<file path="src/rtl/brtrace_pkg.sv">
package brtrace_pkg;
  localparam int unsigned REG_W   = 32;
  localparam int unsigned CNT_LSB = 16;
  typedef enum logic {ADDR_INDEX = 1'b0, ADDR_TRACE = 1'b1} reg_addr_e;
endpackage

</file>
<file path="src/rtl/brtrace_store.sv">
module brtrace_store #(
  parameter int unsigned DEPTH = 32,
  parameter int unsigned PC_W  = 24,
  localparam int unsigned PTR_W = $clog2(DEPTH),
  localparam int unsigned CNT_W = $clog2(DEPTH + 1)
) (
  input  logic             clk,
  input  logic             rst_n,
  input  logic             push,
  input  logic [PC_W-1:0]  push_pc,
  input  logic [PTR_W-1:0] rd_ptr,
  output logic [PC_W-1:0]  rd_pc,
  output logic [PTR_W-1:0] wr_ptr,
  output logic [CNT_W-1:0] count
);
  logic [PC_W-1:0] slots [DEPTH];

  always_ff @(posedge clk) begin
    if (push) slots[wr_ptr] <= push_pc;
  end

  always_ff @(posedge clk) begin
    if (!rst_n) begin
      wr_ptr <= '0;
      count  <= '0;
    end else if (push) begin
      wr_ptr <= wr_ptr + PTR_W'(1);
      if (count != CNT_W'(DEPTH)) count <= count + CNT_W'(1);
    end
  end

  assign rd_pc = slots[rd_ptr];
endmodule

</file>
<file path="src/rtl/brtrace_view.sv">
module brtrace_view #(
  parameter int unsigned DEPTH = 32,
  parameter int unsigned PC_W  = 24,
  localparam int unsigned PTR_W = $clog2(DEPTH),
  localparam int unsigned CNT_W = $clog2(DEPTH + 1)
) (
  input  logic [CNT_W-1:0] sel,
  input  logic [CNT_W-1:0] count,
  input  logic [PTR_W-1:0] wr_ptr,
  input  logic             blank,
  input  logic [PC_W-1:0]  slot_pc,
  output logic [PTR_W-1:0] slot_ptr,
  output logic [PC_W-1:0]  view_pc,
  output logic [CNT_W-1:0] view_cnt
);
  logic in_range;

  // newest record sits one slot behind the write pointer; wraps modulo DEPTH
  assign slot_ptr = wr_ptr - PTR_W'(1) - sel[PTR_W-1:0];
  assign in_range = sel < count;
  assign view_pc  = (in_range && !blank) ? slot_pc : '0;
  assign view_cnt = blank ? '0 : count;
endmodule

</file>
<file path="src/rtl/brtrace_top.sv">
module brtrace_top
  import brtrace_pkg::*;
#(
  parameter int unsigned DEPTH = 32,
  parameter int unsigned PC_W  = 24
) (
  input  logic             clk,
  input  logic             rst_n,
  input  logic             br_valid,
  input  logic [PC_W-1:0]  br_pc,
  input  logic             sec_mode,
  input  logic             host_wr,
  input  logic             host_addr,
  input  logic [REG_W-1:0] host_wdata,
  output logic [REG_W-1:0] host_rdata
);
  localparam int unsigned PTR_W = $clog2(DEPTH);
  localparam int unsigned CNT_W = $clog2(DEPTH + 1);

  logic [CNT_W-1:0] sel_q;
  logic [CNT_W-1:0] trace_cnt;
  logic [CNT_W-1:0] vis_cnt;
  logic [PTR_W-1:0] wr_ptr;
  logic [PTR_W-1:0] slot_ptr;
  logic [PC_W-1:0]  slot_pc;
  logic [PC_W-1:0]  vis_pc;

  always_ff @(posedge clk) begin
    if (!rst_n) sel_q <= '0;
    else if (host_wr && reg_addr_e'(host_addr) == ADDR_INDEX)
      sel_q <= host_wdata[CNT_W-1:0];
  end

  brtrace_store #(.DEPTH(DEPTH), .PC_W(PC_W)) u_store (
    .clk    (clk),
    .rst_n  (rst_n),
    .push   (br_valid),
    .push_pc(br_pc),
    .rd_ptr (slot_ptr),
    .rd_pc  (slot_pc),
    .wr_ptr (wr_ptr),
    .count  (trace_cnt)
  );

  brtrace_view #(.DEPTH(DEPTH), .PC_W(PC_W)) u_view (
    .sel     (sel_q),
    .count   (trace_cnt),
    .wr_ptr  (wr_ptr),
    .blank   (sec_mode),
    .slot_pc (slot_pc),
    .slot_ptr(slot_ptr),
    .view_pc (vis_pc),
    .view_cnt(vis_cnt)
  );

  always_comb begin
    if (reg_addr_e'(host_addr) == ADDR_INDEX)
      host_rdata = (REG_W'(vis_cnt) << CNT_LSB) | REG_W'(sel_q);
    else
      host_rdata = REG_W'(vis_pc);
  end
endmodule

</file>
<file path="config.mk">
export PLATFORM = sky130hd
export DESIGN_NAME = brtrace_top
export DESIGN_NICKNAME = d
export VERILOG_FILES = /design/src/rtl/brtrace_pkg.sv /design/src/rtl/brtrace_store.sv /design/src/rtl/brtrace_view.sv /design/src/rtl/brtrace_top.sv
export SDC_FILE = /design/constraint.sdc
export NUM_CORES = 1
export LEC_CHECK = 0
export ABC_CLOCK_PERIOD_IN_PS = 5200
export BUFFER_PORTS_ARGS = -buffer_cell sky130_fd_sc_hd__buf_2
export CAP_MARGIN = 10
export CORE_UTILIZATION = 33
export DETAILED_ROUTE_END_ITERATION = 16
export PLACE_DENSITY_LB_ADDON = 0.1
export REMOVE_ABC_BUFFERS = 1
export SYNTH_ARGS = -nofsm -noshare
export SYNTH_HDL_FRONTEND = slang
export SYNTH_SLANG_ARGS = --single-unit
export TNS_END_PERCENT = 30
</file>
<file path="constraint.sdc">
create_clock -name clk -period 5.2 [get_ports clk]
set_input_delay 1.04 -clock clk [delete_from_list [all_inputs] [get_ports clk]]
set_output_delay 1.04 -clock clk [all_outputs]
set_load 0.05 [all_outputs]
</file>
==> results of run 1 <==
cells in the final DEF (no fill, tap or decap), types with 4 or more instances in the layout:
master / count
o21ai_1: 13
buf_4: 84
xnor2_1: 8
nor2b_1: 10
mux2i_1: 50
ha_1: 14
edfxtp_1: 768
inv_1: 14
nand3_1: 6
a21oi_1: 30
clkinv_2: 12
nor2_4: 19
and2_1: 11
mux4_2: 196
nand4_1: 4
clkbuf_1: 19
nor3_2: 12
conb_1: 8
buf_2: 58
a221o_1: 12
clkbuf_16: 90
o22ai_1: 11
buf_12: 9
dfxtp_1: 17
nor2_1: 8
clkinv_1: 21
nand2_1: 57
mux4_1: 8
o221ai_1: 12
inv_6: 4
bufinv_16: 5
per-layer routing:
metal  up-vias  wire [um]
met2       301      40800
li1       6166          -
met3       108       3340
met5         -         13
met4         2       1860
met1      7964      37200
stage by stage:
step | hold WS (ns) | total power [uW]
after global placement | 0.581 | 8960
after detailed placement | 0.581 | 8970
final | 0.589 | 14700
after CTS | 0.600 | 14900
after floorplan | 0.512 | 8590
after global routing | 0.606 | 15200
cells by family after synthesis:
logic type                 synth area share
muxes                                 0.168
other                              0.000123
adders and majority gates           0.00679
and+or+nand+nor                      0.0196
DFF                                   0.765
xor gates and xnor gates            0.00540
AOI/OAI and AO/OA                    0.0198
buffers and inverters                0.0160
flip-flops by register name, indices dropped and copies added (netlist names):
name / count
u_store.count: 6
u_store.wr_ptr: 5
u_store.slots: 768
sel_q: 6
worst max path at each step:
stage | start | to | slack, ns
CTS | sel_q[0] | host_rdata[0] | -0.007
floorplan | sel_q[0] | host_rdata[0] | -5.11
global route | sel_q[0] | host_rdata[16] | 0.005
finish | u_store.wr_ptr[0] | host_rdata[0] | 0.11
detailed placement | sel_q[0] | host_rdata[12] | 0.65
global placement | u_store.wr_ptr[0] | host_rdata[12] | 0.65
timing repair:
| item | in CTS | in global routing |
|---|---|---|
| setup endpoints to repair | 6 | 14 |
| resized for setup | 2 | 4 |
| pin swaps | 1 | 2 |
| setup buffers | 2 | 4 |
| hold buffers | 0 | 0 |
| gates cloned | 1 | 1 |
power groups by stage:
stage	Clock (uW)	Combinational, uW	Sequential (uW)
2_1_floorplan	0	1460	7130
3_3_place_gp	0	1820	7140
3_5_place_dp	0	1830	7140
4_1_cts	6000	1880	7000
5_1_grt	6210	2000	7000
6_report	5830	1860	7000
worst max-delay path: stages, from the launching register on:
cell	delay [ns]
dfxtp_1	0.41
ha_4	0.22
fa_4	0.88
buf_4	0.35
mux4_2	0.34
mux4_1	0.58
a221o_1	0.40
buf_2	0.23
cell type report:
class                   count  area [um2]  share of cell area
well taps                1243        1560              0.0433
inverters                  15        56.3             0.00157
repair buffers            157        1230              0.0343
clock buffers             108        2300              0.0640
multi-input cells         515        7030               0.196
flip-flops and latches    785       23400               0.651
clock inverters            46         355             0.00989
==> metrics.yaml, run 1 <==
holdPathStages: 2
die_height_um: 307
ys_warn_count: 0
yosys_register_bits: 785
critPathMaxFanout: 19
crit_required_ns: 4.16
crit_path_end_kind: "output port"
first_iter_violations: 1356
num-fill-cells: 8267
gr-total-overflow: 0
final_area_um2: 35900
yosysMostFrequentCell: "edfxtp_1"
grt_usage: 0.179
ys_seq_area_frac: 0.765
synth.avg_cell_area_um2: 22.1
antenna_found_initial: 1
worst_pin_slew_ns: 1.05
portBuffers: 59
diodes: 0
synth_top_area_share: 0.753
startpoint_type: "flop"
crit_type: "flop to output port"
final_util: 0.391
hold_viol: 0
synth_top_flop_cell: "edfxtp_1"
vias_per_cell: 5.07
drv_cap: 0
rrSetupSlack_ns: 2.41
synth_top_cells_by_count: "edfxtp_1, mux4_2, nand2_1"
pwr-share-clk: 0.397
rr_endpoint: "u_store.slots[26][15]"
hold_class: "flop to flop"
postSynthCellCount: 1384
synth_area_leaders: "edfxtp_1, mux4_2, mux2i_1"
p_int_uw: 11200
initial_core_util: 0.333
clkTransAtPathRegs_ns: 0.05
routed_wirelength_um: 83200
netlist_area_um2: 30600
htree_num_levels: 3
crit_arrival_ns: 4.05
power.switching_uw: 3510
finalSetupTns_ns: 0
die_x_um: 307
drt_pass1_iterations: 5
clock_skew_ns: 0.0202
grtUsageMet3: 0.0330
place_worst_setup_slack_ns: 0.651
place.gp.congestion: 0.727
met1_usage: 0.245
dieArea_um2: 94000
p_comb_frac: 0.127
period_minus_slack_ns: 5.09
cts_root_buf: "clkbuf_16"
cts_buffers: 88
setup_violations: 0
drv_slew: 0
grt_max_degree: 50
hp-start: "sel_q[5]"
cts_buffer_depth: 3
routedWlPerCell_um: 29.0
busiest_layer: "met2"
rsz0062_at_grt: "false"
drive_above_1_share: 0.317
tritoncts: "built"
relSlewSlack: 0.297
vias: 14541
setup_ws_ns: 0.111
clock-sinks: 785
ant_nets: 0
status: "finished, final reports clean"
area_growth_pct: 17.4
ios: 94
ff2ff_path_depth: 4
netSwitchingFraction: 0.239
ir_worst_vdd_v: 0.000237
drc: 0
final_cells: 2869
r2r-start: "u_store.wr_ptr[3]"
synth-edff-count: 768
power.density_nw_per_um2: 409
placedInstanceArea_um2: 33100
nets: 1640
grt_pass1_vias: 15355
dp_hpwl_um: 47200
ys_async_sr_fraction: 0
grt_pass1_wl_um: 117000
ys_types: 45
yosys.area.top_type: "edfxtp_1"
p_leak_uw: 0.0115
hold_path_end: "sel_q[5]"
grt_use_met2: 0.297
pwr-share-seq: 0.477
core-area_um2: 91800
finalCritPeriodShare: 0.979
dp.cells: 2707
std_cell_rows: 111
fmax_mhz: 197
insertion_delay_ns: 0.62
(Power assumes the default switching activity.)
==> run 2: changes to the inputs <==
- SYNTH_HIERARCHICAL: not set -> 1
==> run 2 against run 1 <==
Fmax grew 0.54%. Flip-flop and latch count is the same. Critical path depth grew 7. Via count grew 19%. Sequential share of layout area shrank 3.4 points. Hold slack lost 0.11 ns. Critical path type unchanged. Largest power group unchanged. Highest routed layer is now met4.
==> metrics.yaml, run 2 <==
route.met2.wl_um: 44900  # was 40800 um
synth.area.mux_share: 0.128  # was 0.168
ant_nets: 0  # unchanged
tritoncts: "built"  # unchanged
synth_top_flop_cell: "edfxtp_1"  # unchanged
synth_top_area_share: 0.724  # was 0.753
largest_register_ffs: 768  # unchanged
rr_endpoint: "u_store/slots[24][8]"  # was u_store.slots[26][15]
ff2ff_path_depth: 4  # unchanged
crit_type: "flop to output port"  # unchanged
ys_async_sr_fraction: 0  # unchanged
portBuffers: 59  # unchanged
dp_hpwl_um: 52600  # was 47200 um
ios: 94  # unchanged
status: "finished, final reports clean"  # unchanged
synth-xor-area-share: 0.00330  # was 0.00540
drt_pass1_iterations: 5  # unchanged
grt_pass1_wl_um: 131000  # was 117000 um
nets: 2150  # was 1640
finalCritPeriodShare: 0.973  # was 0.979
gr-total-overflow: 0  # unchanged
drv_cap: 0  # unchanged
crit_required_ns: 4.16  # about the same
drive_above_1_share: 0.194  # was 0.317
crit_path_end_kind: "output port"  # unchanged
layout_commonest_cell: "edfxtp_1"  # unchanged
core-area_um2: 95300  # was 91800 um2
htree_num_levels: 3  # unchanged
vias: 17237  # was 14541
die_x_um: 313  # was 307 um
clock-sinks: 785  # unchanged
insertion_delay_ns: 0.66  # was 0.62 ns
rsz0062_at_grt: "false"  # unchanged
dieArea_um2: 97800  # was 94000 um2
area_growth_pct: 19.0  # was 17.4%
ys_types: 43  # was 45
grt_pass1_vias: 17757  # was 15355
clkTransAtPathRegs_ns: 0.05  # about the same
synth_simple_gate_area_frac: 0.0435  # was 0.0196
std_cell_rows: 113  # was 111
critPathMaxFanout: 11  # was 19
num-fill-cells: 8856  # was 8267
synth.avg_cell_area_um2: 16.7  # was 22.1 um2
final_cells: 3406  # was 2869
vias_per_cell: 5.06  # was 5.07
startpoint_type: "flop"  # unchanged
cts_buffer_depth: 3  # unchanged
yosysMostFrequentCell: "edfxtp_1"  # unchanged
hp-start: "sel_q[0]"  # was sel_q[5]
dp.cells: 3219  # was 2707
postCtsHoldBufs: 0  # unchanged
synth-edff-count: 768  # unchanged
hold_viol: 0  # unchanged
seq_area_um2: 23400  # about the same
first_iter_violations: 1222  # was 1356
fmax_mhz: 198  # was 197 MHz
cts_buffers: 89  # was 88
finalPower_uw: 15900  # was 14700 uW
initial_core_util: 0.334  # was 0.333
setup_violations: 0  # unchanged
ys_warn_count: 6  # was 0
synth_compound_area_frac: 0.0574  # was 0.0198
multiInputGateArea_um2: 8060  # was 7030 um2
ys_seq_area_frac: 0.734  # was 0.765
power.density_nw_per_um2: 420  # was 409 nW/um2
die_height_um: 313  # was 307 um
hold_path_end: "sel_q[0]"  # was sel_q[5]
routedWlPerCell_um: 27.3  # was 29.0 um
netlist_area_um2: 31900  # was 30600 um2
grt_usage: 0.188  # was 0.179
ir_worst_vdd_v: 0.000239  # was 0.000237 V
rrSetupSlack_ns: 2.38  # was 2.41 ns
relSlewSlack: 0.246  # was 0.297
yosys_register_bits: 785  # unchanged
synth_top_family_by_area: "multiplexers"  # unchanged
top_layer: "met4"  # was met5
crit_arrival_ns: 4.02  # was 4.05 ns
m1WireLength_um: 43000  # was 37200 um
clock_skew_ns: 0.0278  # was 0.0202 ns
r2r-start: "u_store/wr_ptr[3]"  # was u_store.wr_ptr[3]
reg_top3: "u_store/slots: 768 flops, sel_q: 6 flops, u_store/count: 6 flops"  # was u_store.slots: 768 flops, sel_q: 6 flops, u_store.count: 6 flops
cts_root_buf: "clkbuf_16"  # unchanged
synth_area_leaders: "edfxtp_1, mux2i_1, a22oi_1"  # was edfxtp_1, mux4_2, mux2i_1
postSynthCellCount: 1907  # was 1384
top_register: "u_store/slots"  # was u_store.slots
drc: 0  # unchanged
holdPathStages: 2  # unchanged
period_minus_slack_ns: 5.06  # was 5.09 ns
hold_class: "flop to flop"  # unchanged
wl_met3_um: 2950  # was 3340 um
p_leak_uw: 0.0139  # was 0.0115 uW
routed_wirelength_um: 92800  # was 83200 um
worst_pin_slew_ns: 1.13  # was 1.05 ns
synth_fa_ha_area_frac: 0.00652  # was 0.00679
final_cell_mix: "edfxtp_1, mux2i_1, nand2_1"  # was edfxtp_1, mux4_2, clkbuf_16
synth_top_cells_by_count: "edfxtp_1, mux2i_1, nand2_1"  # was edfxtp_1, mux4_2, nand2_1
drv_slew: 0  # unchanged
yosys.area.top_type: "edfxtp_1"  # unchanged
grt_max_degree: 41  # was 50
place.gp.congestion: 0.750  # was 0.727
antenna_found_initial: 0  # was 1
-- run 2: cell count changes after synthesis, moves of 13 or more --
cell / previous run / this run
a211oi_2: 0 / 20
a21oi_1: 30 / 76
a22o_1: 0 / 48
a22oi_1: 0 / 72
a31oi_1: 0 / 24
buf_4: 11 / 25
buf_6: 4 / 26
mux2i_1: 51 / 391
mux4_2: 196 / 0
nand2_1: 57 / 120
nand3_1: 6 / 74
nor3_1: 12 / 36
o21ai_1: 13 / 0
-- run 2: metal layers --
metal	track usage	up-vias
li1	-	7772
met5	0	-
met4	0.0435	0
met2	0.313	298
met1	0.260	9063
met3	0.0263	104
-- run 2: how the worst max path moves through the flow --
stage / startpoint / end / slack (ns) / cells after the start
final: sel_q[0] / host_rdata[21] / 0.14 / 14
after global routing: sel_q[0] / host_rdata[12] / 0.003 / 14
after CTS: u_store/wr_ptr[0] / host_rdata[1] / -0.04 / 14
after detailed placement: u_store/wr_ptr[0] / host_rdata[0] / 0.39 / 13
after global placement: sel_q[0] / host_rdata[1] / 0.37 / 14
after floorplan: u_store/wr_ptr[0] / host_rdata[23] / -11.44 / 10
-- run 2: stage by stage --
step / instance area [um2] / util / setup TNS, ns / setup WS [ns] / hold slack (ns)
6_report: 37900 / 0.398 / 0 / 0.139 / 0.477
4_1_cts: 37600 / 0.394 / -0.165 / -0.0408 / 0.494
2_1_floorplan: 31100 / - / -272.66 / -11.44 / 0.451
5_1_grt: 37900 / 0.398 / 0 / 0.00272 / 0.502
3_5_place_dp: 34300 / 0.360 / 0 / 0.388 / 0.487
3_3_place_gp: 34300 / 0.360 / 0 / 0.366 / 0.479
-- run 2: critical path, cell delays in order, from the launching register on --
cell and delay, ns:
dfxtp_2 0.34, inv_1 0.06, ha_2 0.18, fa_4 0.92, buf_12 0.20, buf_16 0.17, mux2i_1 0.10, a22o_1 0.25
nor3_2 0.29, a31oi_1 0.10, nand3_1 0.08, nand2_1 0.06, a211oi_2 0.17, mux2_4 0.22, buf_4 0.21
-- run 2: power breakdown --
group | total [uW] | leakage, uW | switching [uW] | internal (uW)
registers | 7010 | 0.00706 | 16.1 | 6990
clock network | 6090 | 0.00137 | 2460 | 3620
logic | 2840 | 0.00549 | 1660 | 1170
-- run 2: logic make-up (layout without fill, tap and decap cells) --
logic type | after synthesis | after routing
flip-flops | 785 | 785
buffers and inverters | 138 | 364
adder cells (fa/ha/maj) | 16 | 16
AO/OA/AOI/OAI | 250 | 250
XOR/XNOR | 12 | 12
other | 1 | 9
multiplexers | 403 | 403
AND/OR/NAND/NOR | 302 | 302
-- run 2: area by class of cell --
cell class	count	area share
clock buffer	108	0.0617
sequential	785	0.617
inverter	14	0.00139
antenna	1	0.0000660
timing repair buffer	191	0.0533
clock inverter	51	0.0122
tap	1265	0.0417
multi-input combinational	991	0.212
-- run 2: timing repair --
action | in CTS | in global routing
endpoints found under the setup margin | 24 | 24
pin swaps | 6 | 11
cloned | 6 | 7
setup buffers | 8 | 6
resized for setup | 52 | 28
hold endpoints to repair | 0 | 0
==> run 3: changes to the inputs <==
- CAP_MARGIN: 10 -> 15
- SETUP_SLACK_MARGIN: not set -> 0.5
==> run 3 against run 2 <==
Clock skew down 0.0031 ns. Register-to-register slack about the same. Die area unchanged. First-iteration DRC count down 3.9%. Global-route usage up 0.30 points.
==> metrics.yaml, run 3 (same netlist as run 2, synthesis figures left out) <==
startpoint_type: "flop"  # unchanged
rr_endpoint: "u_store/slots[24][8]"  # unchanged
largest_register_ffs: 768  # unchanged
power.density_nw_per_um2: 419  # was 420 nW/um2
hold_viol: 0  # unchanged
area_growth_pct: 22.1  # was 19.0%
status: "finished, final reports clean"  # unchanged
htree_num_levels: 3  # unchanged
worst_pin_slew_ns: 1.10  # was 1.13 ns
drive_above_1_share: 0.229  # was 0.194
setup_violations: 0  # unchanged
nets: 2199  # was 2150
max_stage_delay_ns: 0.79  # was 0.92 ns
vias_per_cell: 5.07  # was 5.06
clock_skew_ns: 0.0247  # was 0.0278 ns
antenna_found_initial: 1  # was 0
drv_slew: 0  # unchanged
crit_required_ns: 4.16  # about the same
hold_class: "flop to flop"  # unchanged
finalCritPeriodShare: 0.946  # was 0.973
wl_met3_um: 3420  # was 2950 um
crit_path_end_kind: "output port"  # unchanged
r2r-start: "u_store/wr_ptr[3]"  # unchanged
vias: 17515  # was 17237
placedInstanceArea_um2: 34300  # unchanged
dp_hpwl_um: 52600  # unchanged
drc: 0  # unchanged
gr-total-overflow: 0  # unchanged
final_area_um2: 38900  # was 37900 um2
critPathMaxFanout: 6  # was 11
ios: 94  # unchanged
route.met2.wl_um: 46000  # was 44900 um
drv_cap: 0  # unchanged
rrSetupSlack_ns: 2.37  # was 2.38 ns
routedWlPerCell_um: 27.4  # was 27.3 um
cts_root_buf: "clkbuf_16"  # unchanged
cts_buffer_depth: 3  # unchanged
ant_nets: 0  # unchanged
num-fill-cells: 8764  # was 8856
ff2ff_path_depth: 4  # unchanged
drt_pass1_iterations: 5  # unchanged
top_layer: "met4"  # unchanged
dp.cells: 3219  # unchanged
hp-start: "sel_q[5]"  # was sel_q[0]
dieArea_um2: 97800  # unchanged
period_minus_slack_ns: 4.92  # was 5.06 ns
grt_pass1_wl_um: 132000  # was 131000 um
die_x_um: 313  # unchanged
insertion_delay_ns: 0.66  # about the same
p_leak_uw: 0.0143  # was 0.0139 uW
holdPathStages: 2  # unchanged
top_register: "u_store/slots"  # unchanged
crit_type: "flop to output port"  # unchanged
tritoncts: "built"  # unchanged
cp_common_cell: "buf_16"
grt_usage: 0.191  # was 0.188
ir_worst_vdd_v: 0.000239  # about the same
portBuffers: 59  # unchanged
std_cell_rows: 113  # unchanged
fmax_mhz: 203  # was 198 MHz
crit_slowest_cell: "fa_4"  # unchanged
core-area_um2: 95300  # unchanged
path_cells: "inv_2 > ha_4 > fa_4 > buf_12 > buf_16 > buf_16 > buf_4 > mux2i_1 > a22o_1 > nor3_2 > a31oi_1 > nand3_1 > nand2_1 > a211oi_2 > and2_4 > buf_6"  # was inv_1 > ha_2 > fa_4 > buf_12 > buf_16 > mux2i_1 > a22o_1 > nor3_2 > a31oi_1 > nand3_1 > nand2_1 > a211oi_2 > mux2_4 > buf_4
m1WireLength_um: 43200  # was 43000 um
clkTransAtPathRegs_ns: 0.06  # was 0.05 ns
final_cells: 3455  # was 3406
place.gp.congestion: 0.750  # unchanged
crit_arrival_ns: 3.88  # was 4.02 ns
rsz0062_at_grt: "true"  # was false
routed_wirelength_um: 94600  # was 92800 um
clock-sinks: 785  # unchanged
hold_path_end: "sel_q[5]"  # was sel_q[0]
relSlewSlack: 0.265  # was 0.246
layout_commonest_cell: "edfxtp_1"  # unchanged
grt_max_degree: 41  # unchanged
initial_core_util: 0.334  # unchanged
die_height_um: 313  # unchanged
final_cell_mix: "edfxtp_1, mux2i_1, nand2_1"  # unchanged
reg_top3: "u_store/slots: 768 flops, sel_q: 6 flops, u_store/count: 6 flops"  # unchanged
grt_pass1_vias: 17924  # was 17757
first_iter_violations: 1174  # was 1222
cts_buffers: 89  # unchanged
finalPower_uw: 16300  # was 15900 uW
## run 3: changes by cell type in the layout (fill, tap and decap cells not counted), moves of 8 or more
cell     previous run  this run
mux2i_1           390       381
buf_16              8        22
nor3_2             21        29
mux2i_2             1         9
nor3_1             15         6
buf_6              10        18
buf_4             100       116
buf_12             20        30
## run 3: where the power goes
group | internal (uW) | leakage, uW | total, uW | switching [uW]
clock network | 3620 | 0.00137 | 6090 | 2470
registers | 6990 | 0.00706 | 7010 | 16.0
logic | 1440 | 0.00588 | 3220 | 1780
## run 3: layout make-up
type,count,area [um2],share of cell area
Tap cell,1265,1580,0.0407
Multi-Input combinational cell,991,8240,0.212
Clock inverter,51,462,0.0119
Inverter,14,52.6,0.00135
Antenna cell,1,2.50,0.0000643
Clock buffer,108,2340,0.0602
Timing Repair Buffer,240,2820,0.0725
Sequential cell,785,23400,0.602
## run 3: worst max path at each step
stage	start	end	depth (start not counted)
CTS	sel_q[0]	host_rdata[3]	15
floorplan	u_store/wr_ptr[0]	host_rdata[23]	10
finish	sel_q[0]	host_rdata[14]	16
detailed placement	u_store/wr_ptr[0]	host_rdata[0]	13
global placement	sel_q[0]	host_rdata[1]	14
global route	sel_q[0]	host_rdata[20]	15
## run 3: repair_timing
action	in CTS	in global routing
resized for setup	121	42
cloned	13	9
hold buffers	0	0
pin swaps	18	24
buffers inserted	28	26
setup endpoints to repair	24	24
## run 3: critical path, delay by kind of cell, from the launching register on
kind / cells / cell delay, ns
AOI/OAI and AO/OA: 3 / 0.49
and+or+nand+nor: 4 / 0.59
DFF: 1 / 0.33
muxes: 1 / 0.08
adders and majority gates: 2 / 0.94
buffers and inverters: 6 / 0.80
## run 3: per-stage QoR
step / hold slack [ns] / utilization / setup TNS, ns / setup slack [ns]
after floorplan: 0.451 / - / -272.66 / -11.44
after global placement: 0.479 / 0.360 / 0 / 0.366
after detailed placement: 0.487 / 0.360 / 0 / 0.388
after CTS: 0.509 / 0.402 / 0 / 0.178
after global routing: 0.514 / 0.408 / 0 / 0.156
final: 0.502 / 0.408 / 0 / 0.279
## run 3: metal layers
layer  global-route usage  vias up
met4               0.0427        0
met5                    0        -
met1                0.264     9187
met3               0.0265      101
met2                0.318      344
li1                     -     7883
